--- config.mk ---
export PLATFORM = sky130hd
export DESIGN_NAME = rtc_cal_top
export DESIGN_NICKNAME = d
export VERILOG_FILES = /design/src/rtl/rtc_cal_pkg.sv /design/src/rtl/rtc_cal_regs.sv /design/src/rtl/rtc_cal_prescale.sv /design/src/rtl/rtc_cal_tod.sv /design/src/rtl/rtc_cal_status.sv /design/src/rtl/rtc_cal_top.sv
export SDC_FILE = /design/constraint.sdc
export NUM_CORES = 1
export LEC_CHECK = 0
export CAP_MARGIN = 10
export CELL_PAD_IN_SITES_DETAIL_PLACEMENT = 2
export CELL_PAD_IN_SITES_GLOBAL_PLACEMENT = 2
export CORE_AREA = 2 2 177 179
export DETAILED_ROUTE_END_ITERATION = 12
export DIE_AREA = 0 0 179 181
export PLACE_DENSITY_LB_ADDON = 0.15
export SETUP_SLACK_MARGIN = 0.02
export SYNTH_ARGS = -nofsm -noshare
export SYNTH_HDL_FRONTEND = slang
export SYNTH_SLANG_ARGS = --single-unit
--- constraint.sdc ---
create_clock -name clk_i -period 3.1 [get_ports clk_i]
set_clock_uncertainty 0.1 [all_clocks]
set_input_delay 0.62 -clock clk_i [delete_from_list [all_inputs] [get_ports clk_i]]
set_output_delay 0.62 -clock clk_i [all_outputs]
set_load 0.01 [all_outputs]
--- src/rtl/rtc_cal_pkg.sv ---
package rtc_cal_pkg;
  localparam int unsigned NSLOT = 4;
  localparam int unsigned SLOT_CNT = 0;
  localparam int unsigned SLOT_ALM = 1;
  localparam int unsigned SLOT_CTL = 2;
  localparam int unsigned SLOT_TRM = 3;

  localparam int unsigned EV_W = 6;  // status/control bits 7..2

  localparam logic [7:0] OFF_ID  = 8'h00;
  localparam logic [7:0] OFF_CNT = 8'h10;
  localparam logic [7:0] OFF_ALM = 8'h14;
  localparam logic [7:0] OFF_CTL = 8'h18;
  localparam logic [7:0] OFF_STA = 8'h1C;
  localparam logic [7:0] OFF_TRM = 8'h20;

  localparam logic [23:0] ID_CODE = 24'h030110;

  typedef struct packed {
    logic [14:0] day;
    logic [4:0]  hour;
    logic [5:0]  min;
    logic [5:0]  sec;
  } tod_t;

  function automatic logic [7:0] slot_off(int unsigned s);
    case (s)
      SLOT_CNT: return OFF_CNT;
      SLOT_ALM: return OFF_ALM;
      SLOT_CTL: return OFF_CTL;
      default:  return OFF_TRM;
    endcase
  endfunction

  function automatic logic [31:0] slot_mask(int unsigned s);
    return (s == SLOT_CTL) ? 32'h0000_00FF : 32'hFFFF_FFFF;
  endfunction
endpackage

--- src/rtl/rtc_cal_regs.sv ---
module rtc_cal_regs import rtc_cal_pkg::*; #(
  parameter int unsigned ADDR_W = 8
) (
  input  logic              clk_i,
  input  logic              rst_ni,
  input  logic              tick_i,
  input  logic              wr_i,
  input  logic [ADDR_W-1:0] addr_i,
  input  logic [31:0]       wdata_i,
  output logic              cnt_ld_o,
  output logic [31:0]       cnt_val_o,
  output logic [31:0]       alm_o,
  output logic [31:0]       ctl_o,
  output logic [31:0]       trm_o,
  output logic              done_o
);
  logic [NSLOT-1:0] hit;
  logic [NSLOT-1:0] pend_v;
  logic             pend_q   [NSLOT];
  logic [31:0]      shadow_q [NSLOT];
  logic [31:0]      live_q   [1:NSLOT-1];

  for (genvar s = 0; s < NSLOT; s++) begin : g_slot
    assign hit[s]    = wr_i && (addr_i == ADDR_W'(slot_off(s)));
    assign pend_v[s] = pend_q[s];

    // a write in a tick cycle stays pending for the following tick
    always_ff @(posedge clk_i or negedge rst_ni) begin
      if (!rst_ni) begin
        pend_q[s]   <= 1'b0;
        shadow_q[s] <= '0;
      end else if (hit[s]) begin
        pend_q[s]   <= 1'b1;
        shadow_q[s] <= wdata_i & slot_mask(s);
      end else if (tick_i) begin
        pend_q[s]   <= 1'b0;
      end
    end

    if (s != SLOT_CNT) begin : g_live
      always_ff @(posedge clk_i or negedge rst_ni) begin
        if (!rst_ni)                 live_q[s] <= '0;
        else if (tick_i && pend_q[s]) live_q[s] <= shadow_q[s];
      end
    end
  end

  assign cnt_ld_o  = tick_i && pend_q[SLOT_CNT];
  assign cnt_val_o = shadow_q[SLOT_CNT];
  assign alm_o     = live_q[SLOT_ALM];
  assign ctl_o     = live_q[SLOT_CTL];
  assign trm_o     = live_q[SLOT_TRM];
  assign done_o    = ~|pend_v;
endmodule

--- src/rtl/rtc_cal_prescale.sv ---
module rtc_cal_prescale #(
  parameter int unsigned HALF_DIV = 16384
) (
  input  logic clk_i,
  input  logic rst_ni,
  input  logic tick_i,
  input  logic run_i,
  input  logic restart_i,
  output logic hsec_o,
  output logic sec_o
);
  localparam int unsigned PW = (HALF_DIV > 1) ? $clog2(HALF_DIV) : 1;
  localparam logic [PW-1:0] LAST = PW'(HALF_DIV - 1);

  logic [PW-1:0] div_q;
  logic          phase_q;
  logic          step, wrap;

  assign step   = tick_i && run_i && !restart_i;
  assign wrap   = (div_q == LAST);
  assign hsec_o = step && wrap;
  assign sec_o  = hsec_o && phase_q;

  always_ff @(posedge clk_i or negedge rst_ni) begin
    if (!rst_ni) begin
      div_q   <= '0;
      phase_q <= 1'b0;
    end else if (restart_i) begin
      div_q   <= '0;
      phase_q <= 1'b0;
    end else if (step) begin
      if (wrap) begin
        div_q   <= '0;
        phase_q <= !phase_q;
      end else begin
        div_q   <= div_q + 1'b1;
      end
    end
  end
endmodule

--- src/rtl/rtc_cal_tod.sv ---
module rtc_cal_tod import rtc_cal_pkg::*; (
  input  logic        clk_i,
  input  logic        rst_ni,
  input  logic        load_i,
  input  tod_t        load_val_i,
  input  logic        step_i,
  input  logic [16:0] alm_hms_i,
  output tod_t        tod_o,
  output logic        min_ev_o,
  output logic        hour_ev_o,
  output logic        day_ev_o,
  output logic        alm_ev_o
);
  tod_t cur_q, nxt;
  logic sec_wrap, min_wrap, hour_wrap;

  assign sec_wrap  = (cur_q.sec  == 6'd59);
  assign min_wrap  = (cur_q.min  == 6'd59);
  assign hour_wrap = (cur_q.hour == 5'd23);

  always_comb begin
    nxt = cur_q;
    if (!sec_wrap) begin
      nxt.sec = cur_q.sec + 6'd1;
    end else begin
      nxt.sec = '0;
      if (!min_wrap) begin
        nxt.min = cur_q.min + 6'd1;
      end else begin
        nxt.min = '0;
        if (!hour_wrap) begin
          nxt.hour = cur_q.hour + 5'd1;
        end else begin
          nxt.hour = '0;
          nxt.day  = cur_q.day + 15'd1;  // wraps at 0x7FFF
        end
      end
    end
  end

  assign min_ev_o  = step_i && sec_wrap;
  assign hour_ev_o = min_ev_o && min_wrap;
  assign day_ev_o  = hour_ev_o && hour_wrap;
  assign alm_ev_o  = step_i && ({nxt.hour, nxt.min, nxt.sec} == alm_hms_i);

  always_ff @(posedge clk_i or negedge rst_ni) begin
    if (!rst_ni)      cur_q <= '0;
    else if (load_i)  cur_q <= load_val_i;
    else if (step_i)  cur_q <= nxt;
  end

  assign tod_o = cur_q;
endmodule

--- src/rtl/rtc_cal_status.sv ---
module rtc_cal_status import rtc_cal_pkg::*; (
  input  logic            clk_i,
  input  logic            rst_ni,
  input  logic [EV_W-1:0] ev_i,
  input  logic            clr_i,
  input  logic [EV_W-1:0] clr_mask_i,
  input  logic [EV_W-1:0] ien_i,
  output logic [EV_W-1:0] sta_o,
  output logic            irq_o
);
  logic [EV_W-1:0] sta_q;

  // set wins over a same-cycle clear
  always_ff @(posedge clk_i or negedge rst_ni) begin
    if (!rst_ni) sta_q <= '0;
    else         sta_q <= (sta_q & ~({EV_W{clr_i}} & clr_mask_i)) | ev_i;
  end

  assign sta_o = sta_q;
  assign irq_o = |(sta_q & ien_i);
endmodule

--- src/rtl/rtc_cal_top.sv ---
module rtc_cal_top import rtc_cal_pkg::*; #(
  parameter int unsigned ADDR_W   = 8,
  parameter int unsigned HALF_DIV = 16384,
  parameter logic [7:0]  REV      = 8'h01
) (
  input  logic              clk_i,
  input  logic              rst_ni,
  input  logic              slow_tick_i,
  input  logic              sel_i,
  input  logic              we_i,
  input  logic [ADDR_W-1:0] addr_i,
  input  logic [31:0]       wdata_i,
  output logic [31:0]       rdata_o,
  output logic              irq_o,
  output logic              wake_o
);
  logic            bus_wr, sta_wr;
  logic            cnt_ld, write_done;
  logic [31:0]     cnt_val, alm_q, ctl_q, trm_q;
  logic            hsec_ev, sec_ev, min_ev, hour_ev, day_ev, alm_ev;
  logic [EV_W-1:0] ev, sta;
  tod_t            tod;

  assign bus_wr = sel_i && we_i;
  assign sta_wr = bus_wr && (addr_i == ADDR_W'(OFF_STA));

  rtc_cal_regs #(.ADDR_W(ADDR_W)) u_regs (
    .clk_i, .rst_ni,
    .tick_i    (slow_tick_i),
    .wr_i      (bus_wr),
    .addr_i,
    .wdata_i,
    .cnt_ld_o  (cnt_ld),
    .cnt_val_o (cnt_val),
    .alm_o     (alm_q),
    .ctl_o     (ctl_q),
    .trm_o     (trm_q),
    .done_o    (write_done)
  );

  rtc_cal_prescale #(.HALF_DIV(HALF_DIV)) u_pre (
    .clk_i, .rst_ni,
    .tick_i    (slow_tick_i),
    .run_i     (ctl_q[0]),
    .restart_i (cnt_ld),
    .hsec_o    (hsec_ev),
    .sec_o     (sec_ev)
  );

  rtc_cal_tod u_tod (
    .clk_i, .rst_ni,
    .load_i     (cnt_ld),
    .load_val_i (tod_t'(cnt_val)),
    .step_i     (sec_ev),
    .alm_hms_i  (alm_q[16:0]),
    .tod_o      (tod),
    .min_ev_o   (min_ev),
    .hour_ev_o  (hour_ev),
    .day_ev_o   (day_ev),
    .alm_ev_o   (alm_ev)
  );

  assign ev = {hsec_ev, sec_ev, min_ev, hour_ev, day_ev, alm_ev};

  rtc_cal_status u_sta (
    .clk_i, .rst_ni,
    .ev_i       (ev),
    .clr_i      (sta_wr),
    .clr_mask_i (wdata_i[7:2]),
    .ien_i      (ctl_q[7:2]),
    .sta_o      (sta),
    .irq_o      (irq_o)
  );

  assign wake_o = sta[0] && ctl_q[1];

  always_comb begin
    case (addr_i)
      ADDR_W'(OFF_ID):  rdata_o = {ID_CODE, REV};
      ADDR_W'(OFF_CNT): rdata_o = tod;
      ADDR_W'(OFF_ALM): rdata_o = alm_q;
      ADDR_W'(OFF_CTL): rdata_o = ctl_q;
      ADDR_W'(OFF_STA): rdata_o = {15'b0, write_done, 8'b0, sta, 2'b0};
      ADDR_W'(OFF_TRM): rdata_o = trm_q;
      default:          rdata_o = '0;
    endcase
  end
endmodule

==> out/results.txt <==
status = finished with violations
failing checks = negative setup slack
DP HPWL = 23700 um
CP startpoint = addr_i[6]
Setup TNS = -7.19 ns
largest net degree at the start of global routing = 73
Via density = 5.49
Setup CP Type = in2out
CTS H-tree lvls = 1
reg2reg path depth = 8
most frequent cells in the layout = dfrtp_1 (233), mux2_2 (143), buf_4 (68), nand2_1 (62), nor2_1 (45)
Sink Count = 233
root buffer cell = clkbuf_16
Sequential Power Share = 0.454
CP endpoint = rdata_o[9]
critical path launch point type = primary input
placed instance area = 0.0127 mm^2
syn_nets = 968
die height = 181 um
worst slew pin tran = 0.860 ns
Initial Util = 0.357
DRT Pass-1 Iters = 8
Syn Inst Count = 918
die area = 0.0324 mm^2
GRT Residual Overflow = 0
post-synthesis sequential area ratio = 0.538
P_int = 0.00531 W
WP data required = 2.38 ns
crit path DAT = 2.70 ns
commonest non-fill, non-tap cell in the layout = dfrtp_1
clock-pin transition on the worst setup and hold timing paths = 0.06 ns
Critical Path End Type = primary output
endpoints failing hold = 0
Hold Slack = 0.383 ns
number of global-route vias before repair = 9028
CTS tree = done
via count = 8164
Tcrit/Tclk final = 1.10
slew margin rel. = 0.427
multi-input logic area = 0.00472 mm^2
final net count = 1122
Distinct cells, synth = 64
mapped cell area = 0.0108 mm^2
Final Instance Area = 0.0138 mm^2
antenna-violating nets left = 0
HP Class = reg2reg
FF+latch area = 0.00583 mm^2
GPL Wtd Cong = 0.812
pwr/cell area = 504 mW/mm^2
Post-synth EDFFs = 0
remaining routing DRC violations = 0
Reg2Reg Setup Slack = 0.30 ns
syn avg cell area = 11.8 um^2
f_max = 292 MHz
Main synth FF type = dfrtp_1
leakage power = 6.72 nW
clk_lat worst skew = 0.56 ns
initial antenna violation count = 0
final worst slack = -0.322 ns
Port Buf Inserts = 78
Max Root-Sink Buffers = 3
layout overhead on the synthesized area = 27.1%
combinational fraction of design power = 0.065
worst-path maximum fanout = 6
setup violators final = 32
first-pass GRT wire length = 56000 um
r2r startpoint = u_tod.tod_o[1]
Final Critical Period = 3.42 ns
NetSw = 0.00163 W
FFs w/ async S/R, synth = 1.00
Clk network pwr share = 0.482
ant diodes = 0
Sw Share = 0.235
die width = 179 um
Rows = 64
WL/cell = 24.0 um
Max Slew Vio Count = 0
Max Cap Violations = 0
I/O pin count = 79
GRT Total Usage = 0.228
final wirelength = 35700 um
CTS Buf Count = 27
core footprint = 0.0303 mm^2
Yosys warning count = 0
VDD IR max = 0.394 mV
filler instances = 3022
DRT iter0 DRCs = 416
fraction of final layout cells with drive strength greater than 1 = 0.322
RSZ-0062 raised after global routing = true
synthesized flop and latch total = 233
R2R Path End = u_sta.sta_o[0]
power groups by stage:
stage / logic [W] / registers, W / clock network, W
after floorplan: 0.000173 / 0.00318 / 0
after global placement: 0.000439 / 0.00320 / 0
after detailed placement: 0.000448 / 0.00320 / 0
after CTS: 0.000458 / 0.00314 / 0.00343
after global routing: 0.000494 / 0.00315 / 0.00355
final: 0.000451 / 0.00315 / 0.00334
layer usage:
layer	up-vias	routed length, um	GRT usage
li1	3665	-	-
met3	49	1030	0.0284
met2	132	18300	0.398
met4	0	752	0.0488
met1	4318	15600	0.300
met5	-	0	0
synthesized netlist by cell type (6+ instances only):
cell type | count | area, um^2
xnor2_1 | 22 | 193
mux2i_1 | 9 | 90.1
nor2b_1 | 6 | 37.5
xor2_1 | 16 | 140
buf_1 | 8 | 30.0
o211ai_1 | 7 | 52.6
nand3_1 | 32 | 160
nand2_1 | 64 | 240
inv_1 | 40 | 150
a221o_1 | 7 | 70.1
nand4_1 | 14 | 87.6
buf_2 | 8 | 40.0
a222oi_1 | 20 | 200
o22ai_1 | 8 | 50.1
mux2_2 | 143 | 1610
mux2_1 | 34 | 383
and3_1 | 6 | 37.5
dfrtp_1 | 233 | 5830
nor3_1 | 10 | 50.1
clkbuf_1 | 29 | 109
nand2b_1 | 6 | 37.5
o21ai_0 | 32 | 160
nor4_1 | 7 | 43.8
nor2_1 | 46 | 173
a21oi_1 | 25 | 125
a22oi_1 | 12 | 90.1
state kept, by name, summed over array words and instances (netlist names):
signal,cells
u_tod.tod_o,32
u_sta.sta_o,6
u_regs.trm_o,32
u_regs.cnt_val_o,32
u_pre.phase_q,1
u_regs.ctl_o,8
u_regs.shadow_q,72
u_regs.alm_o,32
u_regs.pend_q,4
u_pre.div_q,14
cells by family after synthesis:
kind of cell    after synthesis  share of synthesized area
compound gates              150                     0.0977
mux                         186                      0.192
buf+inv                      89                     0.0342
fa+ha+maj                     5                    0.00577
simple gates                217                      0.101
xor+xnor                     38                     0.0307
flops                       233                      0.538
critical path, stage by stage:
cell	delay (ns)
buf_6	0.09
or4_4	0.53
or3b_4	0.45
or2_4	0.26
nor2_4	0.16
buf_12	0.16
buf_16	0.14
a222oi_1	0.08
inv_1	0.09
buf_2	0.13
cell type report:
class / count / share of cell area
timing repair buffer: 174 / 0.119
multi-input combinational: 596 / 0.343
sequential: 233 / 0.423
inverter: 40 / 0.0109
clock inverter: 13 / 0.0113
tap: 396 / 0.0360
clock buffer: 36 / 0.0566
timing repair:
item	4_1_cts	5_1_grt
setup endpoints to repair	46	40
hold endpoints to repair	68	0
pin swaps	7	9
gates resized for setup	172	11
setup buffers	17	2
cloned	3	1
hold buffers	1	0
through the flow:
step           cells  setup slack [ns]  power (W)   util
2_1_floorplan    918            0.0348    0.00336      -
3_3_place_gp    1421            -0.893    0.00363  0.417
3_5_place_dp    1421            -0.965    0.00365  0.417
4_1_cts         1490            -0.371    0.00704  0.453
5_1_grt         1488            -0.377    0.00720  0.454
6_report        1488            -0.322    0.00694  0.454
worst min path at each step:
stage | start | end | slack [ns] | cells after the start
4_1_cts | u_regs.shadow_q[94] | u_regs.shadow_q[94] | 0.39 | 1
6_report | u_regs.shadow_q[84] | u_regs.shadow_q[84] | 0.38 | 1
3_3_place_gp | u_regs.cnt_val_o[21] | u_tod.tod_o[21] | 0.36 | 2
3_5_place_dp | u_regs.cnt_val_o[26] | u_tod.tod_o[26] | 0.37 | 2
2_1_floorplan | rst_ni | u_pre.div_q[0] | 0.22 | 0
5_1_grt | u_regs.shadow_q[69] | u_regs.shadow_q[69] | 0.40 | 1
Note: power is estimated with default switching activity, not from simulation.
